$ cat config.mk
export PLATFORM = sky130hd
export DESIGN_NAME = bus_master_seq
export DESIGN_NICKNAME = d
export VERILOG_FILES = /design/src/rtl/bus_master_pkg.sv /design/src/rtl/ssyn_sync.sv /design/src/rtl/delay_timer.sv /design/src/rtl/bus_addr_reg.sv /design/src/rtl/bus_master_seq.sv
export SDC_FILE = /design/constraint.sdc
export NUM_CORES = 1
export LEC_CHECK = 0
export CAP_MARGIN = 20
export CORE_MARGIN = 4
export CORE_UTILIZATION = 25
export DETAILED_ROUTE_END_ITERATION = 7
export DONT_BUFFER_PORTS = 1
export GPL_TIMING_DRIVEN = 0
export SYNTH_ARGS = -nofsm -noshare
export SYNTH_HDL_FRONTEND = slang
export SYNTH_SLANG_ARGS = --single-unit
export TNS_END_PERCENT = 100
$ cat constraint.sdc
create_clock -name clk_i -period 4 [get_ports clk_i]
set_clock_uncertainty 0.15 [all_clocks]
set_input_delay 0.4 -clock clk_i [delete_from_list [all_inputs] [get_ports clk_i]]
set_output_delay 0.4 -clock clk_i [all_outputs]
set_load 0.02 [all_outputs]
$ cat src/rtl/bus_master_pkg.sv
`timescale 1ns/1ps
package bus_master_pkg;

  typedef enum logic [2:0] {
    ST_IDLE,
    ST_WAIT_REL,
    ST_SETUP,
    ST_SYNC,
    ST_DESKEW,
    ST_HOLD
  } seq_state_e;

  localparam logic [1:0] CTRL_READ  = 2'b00;
  localparam logic [1:0] CTRL_WRITE = 2'b10;

  function automatic int ns_to_cycles(input int ns, input int period_ps);
    int c;
    c = (ns * 1000 + period_ps - 1) / period_ps;
    return (c < 1) ? 1 : c;
  endfunction

endpackage

$ cat src/rtl/ssyn_sync.sv
`timescale 1ns/1ps
module ssyn_sync #(
  parameter int STAGES = 2
) (
  input  logic clk_i,
  input  logic rst_ni,
  input  logic async_i,
  output logic sync_o
);
  logic [STAGES-1:0] stage_q;

  generate
    if (STAGES == 1) begin : g_one
      always_ff @(posedge clk_i or negedge rst_ni) begin
        if (!rst_ni) stage_q <= '0;
        else         stage_q <= async_i;
      end
    end else begin : g_chain
      always_ff @(posedge clk_i or negedge rst_ni) begin
        if (!rst_ni) stage_q <= '0;
        else         stage_q <= {stage_q[STAGES-2:0], async_i};
      end
    end
  endgenerate

  assign sync_o = stage_q[STAGES-1];
endmodule

$ cat src/rtl/delay_timer.sv
`timescale 1ns/1ps
module delay_timer #(
  parameter int W = 12
) (
  input  logic         clk_i,
  input  logic         rst_ni,
  input  logic         load_i,
  input  logic [W-1:0] val_i,
  output logic         zero_o
);
  logic [W-1:0] cnt_q;

  always_ff @(posedge clk_i or negedge rst_ni) begin
    if (!rst_ni)           cnt_q <= '0;
    else if (load_i)       cnt_q <= val_i;
    else if (cnt_q != '0)  cnt_q <= cnt_q - 1'b1;
  end

  assign zero_o = (cnt_q == '0);


  load_nonzero_chk: assert property (@(posedge clk_i) disable iff (!rst_ni)
    (load_i && (val_i != '0)) |=> !zero_o);
endmodule

$ cat src/rtl/bus_addr_reg.sv
`timescale 1ns/1ps
module bus_addr_reg #(
  parameter int ADDR_W = 18,
  parameter int STEP   = 2
) (
  input  logic              clk_i,
  input  logic              rst_ni,
  input  logic              load_i,
  input  logic [ADDR_W-1:0] val_i,
  input  logic              adv_i,
  output logic [ADDR_W-1:0] addr_o
);
  localparam logic [ADDR_W-1:0] STEP_V = ADDR_W'(STEP);

  always_ff @(posedge clk_i or negedge rst_ni) begin
    if (!rst_ni)     addr_o <= '0;
    else if (load_i) addr_o <= {val_i[ADDR_W-1:1], 1'b0};
    else if (adv_i)  addr_o <= addr_o + STEP_V;
  end


  even_addr_chk: assert property (@(posedge clk_i) disable iff (!rst_ni)
    load_i |=> (addr_o[0] == 1'b0));
endmodule

$ cat src/rtl/bus_master_seq.sv
`timescale 1ns/1ps
module bus_master_seq
  import bus_master_pkg::*;
#(
  parameter int ADDR_W        = 18,
  parameter int DATA_W        = 16,
  parameter int CLK_PERIOD_PS = 4000,
  parameter int SETUP_NS      = 150,
  parameter int DESKEW_NS     = 75,
  parameter int TIMEOUT_NS    = 10000,
  parameter int SYNC_STAGES   = 2
) (
  input  logic              clk_i,
  input  logic              rst_ni,
  input  logic              start_i,
  input  logic              write_i,
  input  logic [DATA_W-1:0] wdata_i,
  input  logic              addr_load_i,
  input  logic [ADDR_W-1:0] addr_value_i,
  input  logic              err_clr_i,
  output logic [DATA_W-1:0] rdata_o,
  output logic              done_o,
  output logic              err_o,
  output logic [ADDR_W-1:0] bus_addr_o,
  output logic [1:0]        bus_ctrl_o,
  output logic [DATA_W-1:0] bus_data_o,
  output logic              bus_data_oe_o,
  input  logic [DATA_W-1:0] bus_data_i,
  output logic              msyn_o,
  output logic              bbsy_o,
  input  logic              ssyn_i
);
  localparam int SETUP_CYC   = ns_to_cycles(SETUP_NS, CLK_PERIOD_PS);
  localparam int DESKEW_CYC  = ns_to_cycles(DESKEW_NS, CLK_PERIOD_PS);
  localparam int TIMEOUT_CYC = ns_to_cycles(TIMEOUT_NS, CLK_PERIOD_PS);
  localparam int MAX_A       = (SETUP_CYC > DESKEW_CYC) ? SETUP_CYC : DESKEW_CYC;
  localparam int MAX_CYC     = (MAX_A > TIMEOUT_CYC) ? MAX_A : TIMEOUT_CYC;
  localparam int TW          = $clog2(MAX_CYC + 1);
  localparam logic [TW-1:0] SETUP_LD   = TW'(SETUP_CYC - 1);
  localparam logic [TW-1:0] DESKEW_LD  = TW'(DESKEW_CYC - 1);
  localparam logic [TW-1:0] TIMEOUT_LD = TW'(TIMEOUT_CYC - 1);

  seq_state_e        state_q, state_d;
  logic              wr_q;
  logic [DATA_W-1:0] wdata_q;
  logic [DATA_W-1:0] rdata_q;
  logic              done_q, err_q;
  logic              ssyn_s;
  logic              tmr_load, tmr_zero;
  logic [TW-1:0]     tmr_val;
  logic              adv, done_set, err_set, capture, accept;
  logic [ADDR_W-1:0] addr_q;
  logic              driving;

  ssyn_sync #(.STAGES(SYNC_STAGES)) u_sync (
    .clk_i   (clk_i),
    .rst_ni  (rst_ni),
    .async_i (ssyn_i),
    .sync_o  (ssyn_s)
  );

  delay_timer #(.W(TW)) u_timer (
    .clk_i  (clk_i),
    .rst_ni (rst_ni),
    .load_i (tmr_load),
    .val_i  (tmr_val),
    .zero_o (tmr_zero)
  );

  bus_addr_reg #(.ADDR_W(ADDR_W), .STEP(2)) u_addr (
    .clk_i  (clk_i),
    .rst_ni (rst_ni),
    .load_i (addr_load_i && (state_q == ST_IDLE)),
    .val_i  (addr_value_i),
    .adv_i  (adv),
    .addr_o (addr_q)
  );

  assign accept = (state_q == ST_IDLE) && start_i && !err_q;

  always_comb begin
    state_d  = state_q;
    tmr_load = 1'b0;
    tmr_val  = '0;
    adv      = 1'b0;
    done_set = 1'b0;
    err_set  = 1'b0;
    capture  = 1'b0;
    unique case (state_q)
      ST_IDLE: if (accept) state_d = ST_WAIT_REL;
      ST_WAIT_REL:
        if (!ssyn_s) begin
          state_d  = ST_SETUP;
          tmr_load = 1'b1;
          tmr_val  = SETUP_LD;
        end
      ST_SETUP:
        if (tmr_zero) begin
          state_d  = ST_SYNC;
          tmr_load = 1'b1;
          tmr_val  = TIMEOUT_LD;
        end
      ST_SYNC:
        if (ssyn_s) begin
          state_d  = wr_q ? ST_HOLD : ST_DESKEW;
          tmr_load = 1'b1;
          tmr_val  = DESKEW_LD;
        end else if (tmr_zero) begin
          state_d = ST_IDLE;
          err_set = 1'b1;
        end
      ST_DESKEW:
        if (tmr_zero) begin
          state_d  = ST_IDLE;
          capture  = 1'b1;
          adv      = 1'b1;
          done_set = 1'b1;
        end
      ST_HOLD:
        if (tmr_zero) begin
          state_d  = ST_IDLE;
          adv      = 1'b1;
          done_set = 1'b1;
        end
      default: state_d = ST_IDLE;
    endcase
  end

  always_ff @(posedge clk_i or negedge rst_ni) begin
    if (!rst_ni) begin
      state_q <= ST_IDLE;
      wr_q    <= 1'b0;
      wdata_q <= '0;
      rdata_q <= '0;
      done_q  <= 1'b0;
      err_q   <= 1'b0;
    end else begin
      state_q <= state_d;
      done_q  <= done_set;
      if (accept) begin
        wr_q    <= write_i;
        wdata_q <= wdata_i;
      end
      if (capture)        rdata_q <= bus_data_i;
      if (err_set)        err_q   <= 1'b1;
      else if (err_clr_i) err_q   <= 1'b0;
    end
  end

  assign driving       = (state_q == ST_SETUP) || (state_q == ST_SYNC) ||
                         (state_q == ST_DESKEW) || (state_q == ST_HOLD);
  assign msyn_o        = (state_q == ST_SYNC) || (state_q == ST_DESKEW);
  assign bbsy_o        = driving;
  assign bus_addr_o    = driving ? addr_q : '0;
  assign bus_ctrl_o    = driving ? (wr_q ? CTRL_WRITE : CTRL_READ) : 2'b00;
  assign bus_data_oe_o = driving && wr_q;
  assign bus_data_o    = bus_data_oe_o ? wdata_q : '0;
  assign rdata_o       = rdata_q;
  assign done_o        = done_q;
  assign err_o         = err_q;


  no_strobe_on_stale_ack_chk: assert property (@(posedge clk_i) disable iff (!rst_ni)
    $rose(msyn_o) |-> !ssyn_s);


  bus_stable_under_strobe_chk: assert property (@(posedge clk_i) disable iff (!rst_ni)
    (msyn_o && $past(msyn_o)) |-> ($stable(bus_addr_o) && $stable(bus_ctrl_o) && $stable(bus_data_o)));


  timeout_release_chk: assert property (@(posedge clk_i) disable iff (!rst_ni)
    $rose(err_o) |-> (!msyn_o && !bbsy_o && !done_o));


  done_single_chk: assert property (@(posedge clk_i) disable iff (!rst_ni)
    done_o |=> !done_o);


  step_per_done_chk: assert property (@(posedge clk_i) disable iff (!rst_ni)
    done_o |-> ((addr_q - $past(addr_q)) == ADDR_W'(2)));
endmodule

==> flow_summary.yaml <==
power_and_ir_drop:
  switching_share: 0.415
  p_sw_mw: 1.37
  finalPower_mw: 3.31
  ir_worst_vdd_mv: 0.395
  power.share.clock: 0.261
  p_comb_frac: 0.392
  powerDensity_mw_per_mm2: 783
  power_frac_seq: 0.348
  leakage_nw: 1.72
  internal-power_mw: 1.94
clocking:
  clk_latency_ns: 0.33
  cts_max_level: 3
  clock_path_buffers: 2
  cts_tree: "yes"
  clk_pin_slew_ns: 0.06
  numClockSinks: 69
  numCtsBuffers: 9
  cts-resized-gates: 0
  cts-root-buf: "clkbuf_16"
floorplanning:
  initial_core_util: 0.258
  die_area_mm2: 0.0165
  die_h_um: 128
  die_width_um: 128
  ios: 114
  core-area_mm2: 0.0140
  core.rowCount: 43
synth:
  yosysTopAreaCell: "dfrtp_1"
  ys_async_sr_fraction: 1.00
  netlist_area_mm2: 0.00362
  yosys-top-cells-count: "69 x dfrtp_1, 34 x mux2_2, 30 x nor2_1"
  postSynthCellCount: 349
  synthDistinctLibCells: 44
  ys_ff_latch: 69
  synth.avg_cell_area_um2: 10.4
  synth_edf_count: 0
  yosysMostFrequentCell: "dfrtp_1"
  synthFlopType: "dfrtp_1"
  ys_warn_count: 0
  synth_top_area_share: 0.476
  seq_area_frac_synth: 0.476
  ys_top_cells_by_area: "dfrtp_1 48%, mux2_2 11%, nor2b_1 3.5%, a31oi_1 3.1%, nor2_1 3.1%"
timing:
  setup_viol: 0
  tns_ns: 0
  drv_slew: 0
  rsz0062_at_grt: "no"
  layout_setup_ws_ns: 0.455
  worst_pin_slew_ns: 0.767
  slew_headroom: 0.483
  finalHoldViolations: 0
  max_clock_freq_mhz: 282
  post-route-min-period_ns: 3.54
  finalCritPeriodShare: 0.886
final_layout:
  area_growth_pct: 16.6
  final_layout_size_suffix_gt1_frac: 0.171
  antennaDiodeCount: 0
  layout.nets: 427
worst_setup_path:
  cp.required_ns: 3.45
  crit_top_cell: "clkbuf_1"
  critPathKind: "reg -> out"
  setup.worst_path.start_class: "flop"
  critical_path.slowest_cell: "ha_1"
  path_cells: "clkbuf_1, inv_1, ha_1, nor2b_1, clkbuf_1, and2_1"
  worst-path-max-fanout: 11
  timing.critical_path.to_type: "output port"
  worst-endpoint-arrival_ns: 2.99
  critPathMaxStageDelay_ns: 0.51
placed_design:
  place.gp.congestion: 0.804
  dp_hpwl_um: 6810
  port_buffers: 0
  dp_slack_ns: 0.750
drt:
  drtIter0Drc: 88
  wirelength_um: 9230
  wire_per_inst_um: 16.8
  vias: 2792
  final_antenna_net_count: 0
  via_per_inst: 5.09
  first_pass_iters: 4
  drc: 0
job:
  cap_viol_max_count: 0
global_routing:
  antenna_found_initial: 0
  grt_usage: 0.112
  grt.overflow.total: 0
  grt_pass1_wl_um: 14500
  grt_pass1_vias: 2742
  grt_max_degree: 70
run_status:
  run_status: "complete, no violations"
worst_hold_path:
  hp-class: "in -> reg"
-- stage by stage --
step                      utilization  area (µm²)  cells  hold WS (ns)
after global placement          0.274        3850    530       -0.0421
final                           0.301        4230    549        0.0303
after CTS                       0.301        4230    549        0.0123
after global routing            0.301        4230    549        0.0183
after detailed placement        0.274        3850    530       -0.0422
after floorplan                     -        3630    350       -0.0456
-- cell families after synthesis --
| logic type | Yosys count | share of synthesized area |
|---|---|---|
| simple gates | 139 | 0.227 |
| flops | 69 | 0.476 |
| compound gates | 60 | 0.105 |
| mux | 36 | 0.111 |
| buf+inv | 30 | 0.0394 |
| xor+xnor | 8 | 0.0193 |
| fa+ha+maj | 6 | 0.0207 |
| other cells | 1 | 0.00103 |
-- state kept, by name, indices dropped and copies added, names as in the netlist --
name and flops:
done_o 1, err_o 1, rdata_o 16, state_q 3, u_addr.addr_o 17, u_sync.stage_q 2, u_timer.cnt_q 12, wdata_q 16
wr_q 1
-- metal layers --
metal  track usage  routed length (µm)  up-vias
met2         0.180                4550      103
met5             0                   0        -
met3        0.0407                 763       10
met1         0.142                3800     1384
met4        0.0293                 118        0
li1              -                   -     1295
-- power groups by stage --
| stage | combinational, mW | clock (mW) | sequential (mW) |
|---|---|---|---|
| floorplan | 1.06 | 0 | 1.09 |
| global placement | 1.26 | 0 | 1.14 |
| detailed placement | 1.29 | 0 | 1.16 |
| CTS | 1.32 | 0.889 | 1.15 |
| global route | 1.43 | 0.926 | 1.19 |
| finish | 1.30 | 0.862 | 1.15 |
-- cell type report --
class | instances | area, µm²
inverters | 11 | 41.3
plain buffers | 19 | 101
clock buffers | 10 | 239
fillers | 1468 | 9820
multi-input cells | 251 | 1760
well taps | 180 | 225
flip-flops and latches | 69 | 1730
repair buffers | 3 | 47.5
clock inverters | 6 | 86.3
-- final timing paths --
path	start	slack [ns]	depth (start not counted)	endpoint
max in group asynchronous	rst_ni	2.94	2	wdata_q[7]
worst max register to register	state_q[1]	1.40	8	u_addr.addr_o[7]
worst min register to register	u_sync.stage_q[0]	0.20	0	u_sync.stage_q[1]
worst max-delay path	state_q[1]	0.46	6	bus_data_o[10]
min in group asynchronous	rst_ni	0.45	2	u_addr.addr_o[13]
worst min-delay path	err_clr_i	0.03	1	err_o
-- cells in the final DEF, fill, tap and decap left out, types with 3 or more instances in the layout --
master,count
and4_1,4
a31oi_1,18
clkbuf_16,9
buf_4,4
nor2b_1,20
dfrtp_1,69
ha_1,6
nor2_1,30
nand2_1,14
or4_1,10
clkbuf_1,13
mux2_2,34
nand3_1,13
o31ai_1,11
or3_1,7
a21oi_1,8
o21ai_0,15
nand2b_1,3
and2_1,16
xor2_1,6
nand4_1,5
inv_1,11
-- critical path, delay by kind of cell (launching register included) --
kind	cells	cell delay, ns
flip-flops	1	0.41
adder cells (fa/ha/maj)	1	0.51
buffers and inverters	3	0.96
AND/OR/NAND/NOR	2	0.79
-- timing repair --
item                                   4_1_cts  5_1_grt
hold buffers                                 3        0
buffers inserted                             0        0
setup endpoints to repair                    0        0
endpoints found under the hold margin       70        0
Note: power is estimated with default switching activity, not from simulation.
